<file path="config.mk">
export PLATFORM = sky130hd
export DESIGN_NAME = hzd_scoreboard
export DESIGN_NICKNAME = d
export VERILOG_FILES = /design/src/rtl/hzd_pkg.sv /design/src/rtl/hzd_resv_bank.sv /design/src/rtl/hzd_classify.sv /design/src/rtl/hzd_scoreboard.sv
export SDC_FILE = /design/constraint.sdc
export NUM_CORES = 1
export LEC_CHECK = 0
export BUFFER_PORTS_ARGS = -buffer_cell sky130_fd_sc_hd__buf_2
export CAP_MARGIN = 20
export CORE_MARGIN = 2
export CORE_UTILIZATION = 39
export DETAILED_ROUTE_END_ITERATION = 16
export SYNTH_ARGS = -nofsm -noshare
export SYNTH_HDL_FRONTEND = slang
export SYNTH_SLANG_ARGS = --single-unit
</file>
<file path="constraint.sdc">
create_clock -name clk -period 10.2 [get_ports clk]
set_input_delay 1.53 -clock clk [delete_from_list [all_inputs] [get_ports clk]]
set_output_delay 1.53 -clock clk [all_outputs]
set_load 0.02 [all_outputs]
</file>
<file path="src/rtl/hzd_pkg.sv">
// Package: shared types for the hazard scoreboard.
// Assumes nothing beyond standard SystemVerilog.
package hzd_pkg;

    // Per-class hazard flags for one offered instruction.
    typedef struct packed {
        logic raw;
        logic waw;
        logic war;
    } hzd_flags_t;

endpackage

</file>
<file path="src/rtl/hzd_resv_bank.sv">
// Module: hzd_resv_bank
// Holds one saturating-free reservation counter per register (index 0 has none).
// Reports which registers are held now, which stay held once this cycle's
// completion is applied, and which are at the counter limit.
// Assumes the caller never increments a register that reports full.
module hzd_resv_bank #(
    parameter int NREG        = 32,
    parameter int MAX_WRITERS = 3,
    localparam int AW         = $clog2(NREG),
    localparam int CW         = $clog2(MAX_WRITERS + 1)
) (
    input  logic            clk,
    input  logic            rst_n,
    input  logic            inc_en,
    input  logic [AW-1:0]   inc_idx,
    input  logic            dec_en,
    input  logic [AW-1:0]   dec_idx,
    output logic [NREG-1:0] held,
    output logic [NREG-1:0] live_busy,
    output logic [NREG-1:0] full
);

    // Register 0 carries no state.
    assign held[0]      = 1'b0;
    assign live_busy[0] = 1'b0;
    assign full[0]      = 1'b0;

    for (genvar r = 1; r < NREG; r++) begin : g_reg
        logic [CW-1:0] cnt_q;
        logic          inc_hit;
        logic          dec_hit;

        // Decode this register's increment and its (non-underflowing) decrement.
        always_comb begin
            inc_hit = inc_en && (inc_idx == AW'(r));
            dec_hit = dec_en && (dec_idx == AW'(r)) && (cnt_q != '0);
        end

        // Count pending writers; simultaneous inc and dec cancel.
        always_ff @(posedge clk) begin
            if (!rst_n) begin
                cnt_q <= '0;
            end else if (inc_hit && !dec_hit) begin
                cnt_q <= cnt_q + 1'b1;
            end else if (dec_hit && !inc_hit) begin
                cnt_q <= cnt_q - 1'b1;
            end
        end

        // Status seen by the classifier, with the same-cycle completion applied.
        always_comb begin
            held[r]      = (cnt_q != '0);
            live_busy[r] = (cnt_q != '0) && !(dec_hit && (cnt_q == CW'(1)));
            full[r]      = (cnt_q == CW'(MAX_WRITERS)) && !dec_hit;
        end

        assert_cnt_bound_R10: assert property (@(posedge clk) disable iff (!rst_n)
            cnt_q <= CW'(MAX_WRITERS));

        assert_inc_step_R5: assert property (@(posedge clk) disable iff (!rst_n)
            (inc_hit && !dec_hit) |=> (cnt_q == $past(cnt_q) + 1'b1));

        assert_dec_step_R6: assert property (@(posedge clk) disable iff (!rst_n)
            (dec_hit && !inc_hit) |=> (cnt_q == $past(cnt_q) - 1'b1));
    end

endmodule

</file>
<file path="src/rtl/hzd_classify.sv">
// Module: hzd_classify
// Combinational hazard classification of the offered instruction against the
// live reservation state and the pending-read mask. Index 0 never matches.
// Assumes live_busy[0] and full[0] are zero.
module hzd_classify
    import hzd_pkg::*;
#(
    parameter int NREG      = 32,
    parameter bit WAW_CHECK = 1'b1,
    localparam int AW       = $clog2(NREG)
) (
    input  logic            iss_valid,
    input  logic [AW-1:0]   src_a,
    input  logic [AW-1:0]   src_b,
    input  logic [AW-1:0]   dst,
    input  logic [NREG-1:0] live_busy,
    input  logic [NREG-1:0] full,
    input  logic [NREG-1:0] rd_pend,
    output hzd_flags_t      flags
);

    logic dst_used;
    logic waw_order;

    // The write-ordering check exists only in the checked variant.
    if (WAW_CHECK) begin : g_waw_on
        assign waw_order = live_busy[dst];
    end else begin : g_waw_off
        assign waw_order = 1'b0;
    end

    // Classify each hazard kind; all flags are gated by a valid offer.
    always_comb begin
        dst_used  = (dst != '0);
        flags.raw = iss_valid && ((src_a != '0 && live_busy[src_a]) ||
                                  (src_b != '0 && live_busy[src_b]));
        flags.waw = iss_valid && dst_used && (waw_order || full[dst]);
        flags.war = iss_valid && dst_used && rd_pend[dst];
    end

endmodule

</file>
<file path="src/rtl/hzd_scoreboard.sv">
// Module: hzd_scoreboard
// Issue-stage hazard scoreboard: per-register write reservations, checked
// against each offered instruction for RAW, WAW and WAR conflicts.
// Assumes one issue and one completion per cycle, and that rd_pend_mask
// lists registers that older instructions have yet to read.
module hzd_scoreboard
    import hzd_pkg::*;
#(
    parameter int NREG        = 32,
    parameter int MAX_WRITERS = 3,
    parameter bit WAW_CHECK   = 1'b1,
    localparam int AW         = $clog2(NREG)
) (
    input  logic            clk,
    input  logic            rst_n,
    input  logic            iss_valid,
    input  logic [AW-1:0]   iss_src_a,
    input  logic [AW-1:0]   iss_src_b,
    input  logic [AW-1:0]   iss_dst,
    input  logic            cmp_valid,
    input  logic [AW-1:0]   cmp_dst,
    input  logic [NREG-1:0] rd_pend_mask,
    output logic            haz_raw,
    output logic            haz_waw,
    output logic            haz_war,
    output logic            stall
);

    logic [NREG-1:0] held;
    logic [NREG-1:0] live_busy;
    logic [NREG-1:0] full;
    hzd_flags_t      flags;
    logic            accept;
    logic            inc_en;
    logic            dec_en;

    hzd_resv_bank #(
        .NREG        (NREG),
        .MAX_WRITERS (MAX_WRITERS)
    ) u_bank (
        .clk       (clk),
        .rst_n     (rst_n),
        .inc_en    (inc_en),
        .inc_idx   (iss_dst),
        .dec_en    (dec_en),
        .dec_idx   (cmp_dst),
        .held      (held),
        .live_busy (live_busy),
        .full      (full)
    );

    hzd_classify #(
        .NREG      (NREG),
        .WAW_CHECK (WAW_CHECK)
    ) u_cls (
        .iss_valid (iss_valid),
        .src_a     (iss_src_a),
        .src_b     (iss_src_b),
        .dst       (iss_dst),
        .live_busy (live_busy),
        .full      (full),
        .rd_pend   (rd_pend_mask),
        .flags     (flags)
    );

    // Accept when no hazard; only accepted writers and real completions touch state.
    always_comb begin
        accept  = iss_valid && !(flags.raw || flags.waw || flags.war);
        inc_en  = accept && (iss_dst != '0);
        dec_en  = cmp_valid && (cmp_dst != '0);
        haz_raw = flags.raw;
        haz_waw = flags.waw;
        haz_war = flags.war;
        stall   = iss_valid && !accept;
    end

    assert_stall_freeze_R8: assert property (@(posedge clk) disable iff (!rst_n)
        (stall && !cmp_valid) |=> (held == $past(held)));

    assert_reserve_R5: assert property (@(posedge clk) disable iff (!rst_n)
        (iss_valid && !stall && iss_dst != '0) |=> held[$past(iss_dst)]);

    assert_swap_keep_R7: assert property (@(posedge clk) disable iff (!rst_n)
        (iss_valid && !stall && cmp_valid && cmp_dst == iss_dst && iss_dst != '0)
        |=> held[$past(iss_dst)]);

    assert_zero_idx_R4: assert property (@(posedge clk) disable iff (!rst_n)
        (iss_dst == '0) |-> (!haz_waw && !haz_war));

    assert_raw_src_R1: assert property (@(posedge clk) disable iff (!rst_n)
        haz_raw |-> (iss_src_a != '0 || iss_src_b != '0));

    assert_idle_R11: assert property (@(posedge clk) disable iff (!rst_n)
        !iss_valid |-> (!stall && !haz_raw && !haz_waw && !haz_war));

endmodule

</file>
==> load_flow_metrics.sql <==
INSERT INTO impl_metrics (metric_group, metric, value, unit) VALUES
('die', 'core-area', '17900', 'µm²'),
('synthesis', 'synth.yosys.warnings', '0', ''),
('layout', 'layout.core_utilization', '43.46', '%'),
('synthesis', 'synth-edff-count', '0', ''),
('synthesis', 'synth-seq-area-share', '17.51', '%'),
('critical_path', 'crit_fanout', '33', ''),
('global_routing', 'grt_max_degree', '63', ''),
('clocking', 'worst_skew_late_latency', '0.35', 'ns'),
('pwr', 'cellPowerDensity', '83.17', 'nW/µm²'),
('route', 'routed_wl', '23.22', 'mm'),
('layout', 'final_nets', '1045', ''),
('synthesis', 'syn_inst', '842', ''),
('route', 'route.met3.wl', '2.199', 'mm'),
('critical_path', 'critical_path_cell_list', 'buf_2 -> nor2b_1 -> a31oi_1 -> mux4_2 -> a311oi_1 -> o311ai_4 -> buf_4 -> or4_1 -> buf_2', ''),
('min_path', 'hold-path-cell-count', '3', ''),
('pwr', 'pwr-share-clk', '41.3', '%'),
('timing', 'final.min_clock_period', '6.430', 'ns'),
('route', 'antenna_left', '0', ''),
('timing', 'fmax', '155.5', 'MHz'),
('timing', 'drv_slew', '0', ''),
('timing', 'skew', '0.004871', 'ns'),
('global_routing', 'grt_first_pass_wirelength', '35.87', 'mm'),
('timing', 'timing.hold.ws', '0.5958', 'ns'),
('timing', 'setup_violations', '0', ''),
('critical_path', 'regToRegEndpoint', 'u_bank.g_reg[1].cnt_q[1]', ''),
('timing', 'timing_hold_violations_final', '0', ''),
('layout', 'diodes', '0', ''),
('status', 'status', 'finished, final reports clean', ''),
('clocking', 'cts_max_path_buffers', '2', ''),
('critical_path', 'rr_startpoint', 'u_bank.g_reg[17].cnt_q[0]', ''),
('route', 'via_count', '6636', ''),
('route', 'topRoutingLayerUsed', 'met4', ''),
('pwr', 'power_spent_charging_and_discharging_nets', '201.6', 'µW'),
('route', 'wl_on_met1', '9.912', 'mm'),
('min_path', 'holdCritStartpoint', 'u_bank.g_reg[10].cnt_q[1]', ''),
('synthesis', 'synth_area', '7088', 'µm²'),
('die', 'design.die.area', '19270', 'µm²'),
('pwr', 'vdd_ir_drop_max', '81.72', 'µV'),
('pwr', 'power_frac_seq', '37.9', '%'),
('die', 'start_util', '39.59', '%'),
('die', 'die_height', '138.8', 'µm'),
('clocking', 'cts-hold-fix-buffers', '0', ''),
('timing', 'final.setup.tns', '0', 'ns'),
('place', 'finalWeightedCongestion', '1.120', ''),
('critical_path', 'critical_path.max_stage_delay', '0.80', 'ns'),
('run', 'cap_viol_max_count', '0', ''),
('critical_path', 'worst_ep_arrival_time', '4.90', 'ns'),
('route', 'drt_first_iter_violations', '843', ''),
('critical_path', 'critical-path-top-cell-by-count', 'sky130_fd_sc_hd__buf_2', ''),
('global_routing', 'gr-usage-all-layers', '23.95', '%'),
('timing', 'unrepaired_setup_endpoints_after_global_routing', 'false', ''),
('global_routing', 'first_global_vias', '6201', ''),
('synthesis', 'yosys_reg_bits', '62', ''),
('route', 'detailroute.wirelength.met2', '9.908', 'mm'),
('synthesis', 'synth_async_sr_flop_share', '0', '%'),
('pwr', 'p_leak', '0.003198', 'µW'),
('critical_path', 'crit_path_end_kind', 'output port', ''),
('route', 'vias_per_cell', '6.055', ''),
('timing', 'final.period_utilization', '63.04', '%'),
('critical_path', 'cp_data_required_time', '8.67', 'ns'),
('critical_path', 'timing.reg2reg.worst_path_depth', '13', ''),
('synthesis', 'postSynthNetCount', '1022', ''),
('route', 'drcViolationCount', '0', ''),
('pwr', 'p_comb_share', '20.8', '%'),
('synthesis', 'syn-mean-instance-area', '8.418', 'µm²'),
('layout', 'layout_fillers', '1805', ''),
('place', 'detailed_place_hpwl', '17.41', 'mm'),
('clocking', 'tritoncts.num_buffers', '9', ''),
('pwr', 'internal_power', '445.5', 'µW'),
('critical_path', 'worst_path_max_delay_cell', 'sky130_fd_sc_hd__nor2b_1', ''),
('pwr', 'sw_ratio', '31.15', '%');
-- how the worst max path moves through the flow --
stage                          start    end  slack [ns]  cells after the start
after detailed placement  cmp_dst[0]  stall        3.84                     10
after global placement    cmp_dst[0]  stall        3.95                     10
after CTS                 cmp_dst[0]  stall        3.84                     10
after global routing      cmp_dst[0]  stall        3.72                      9
after floorplan           iss_dst[1]  stall        4.78                     10
final                     cmp_dst[0]  stall        3.77                      9
-- Yosys cell counts (7+ instances only) --
cell                       count  area, µm²
sky130_fd_sc_hd__ha_1        124       1551
sky130_fd_sc_hd__inv_1        70      262.8
sky130_fd_sc_hd__and2_1       67      419.2
sky130_fd_sc_hd__nand2_1      66      247.7
sky130_fd_sc_hd__dfxtp_1      62       1241
sky130_fd_sc_hd__o21ai_0      37      185.2
sky130_fd_sc_hd__clkbuf_1     35      131.4
sky130_fd_sc_hd__a31oi_1      34      212.7
sky130_fd_sc_hd__xnor2_1      31      271.5
sky130_fd_sc_hd__xor2_1       31      271.5
sky130_fd_sc_hd__nor4_1       24      150.1
sky130_fd_sc_hd__nand4_1      23      143.9
sky130_fd_sc_hd__or3_1        22      137.6
sky130_fd_sc_hd__buf_2        18      90.09
sky130_fd_sc_hd__mux4_2       18      405.4
sky130_fd_sc_hd__nor2_1       15      56.30
sky130_fd_sc_hd__or4_1        15      112.6
sky130_fd_sc_hd__o22ai_1      13      81.33
sky130_fd_sc_hd__nor3_1       11      55.05
sky130_fd_sc_hd__o211ai_1     11      82.58
sky130_fd_sc_hd__nand3_1      10      50.05
sky130_fd_sc_hd__nor2b_1      10      62.56
sky130_fd_sc_hd__nor4_2       10      125.1
sky130_fd_sc_hd__a311oi_1      7      61.31
-- layer usage --
metal / vias up / track usage (%)
met5: - / 0
li1: 3100 / -
met2: 363 / 35.96
met4: 0 / 12.55
met3: 87 / 5.249
met1: 3086 / 32.22
-- critical path, delay by kind of cell --
family	cells	cell delay [ns]
AO/OA/AOI/OAI	3	0.86
buffers and inverters	3	0.60
multiplexers	1	0.53
AND/OR/NAND/NOR	2	1.37
-- kinds of logic after synthesis --
kind of cell	Yosys count	share of synthesized area [%]
buffers and inverters	127	7.096
and+or+nand+nor	298	25.15
muxes	27	7.079
adders and majority gates	124	21.89
xor gates and xnor gates	62	7.661
DFF	62	17.51
AOI/OAI and AO/OA	142	13.61
-- final cells by class --
cell class | instances | area, µm² | share of cell area (%)
clock inverter | 3 | 15.01 | 0.1930
sequential | 62 | 1241 | 15.95
tap | 229 | 286.5 | 3.683
multi-input combinational | 653 | 5375 | 69.09
timing repair buffer | 69 | 370.4 | 4.760
inverter | 70 | 262.8 | 3.377
clock buffer | 10 | 229.0 | 2.943
-- power groups by stage --
stage	combinational, µW	sequential [µW]	clock, µW
floorplan	81.7	250	0
global placement	131	250	0
detailed placement	129	250	0
CTS	130	245	277
global route	141	245	283
finish	134	245	267
-- through the flow --
stage          power [µW]  cell area (µm²)  setup WS [ns]  cells
6_report            647.0             7780          3.770   1096
5_1_grt             669.2             7780          3.716   1096
4_1_cts             652.3             7780          3.838   1096
3_5_place_dp        380.0             7536          3.839   1083
3_3_place_gp        381.0             7536          3.950   1083
2_1_floorplan       331.8             7088          4.777    842
No activity file was read; power rests on OpenSTA's default activity.
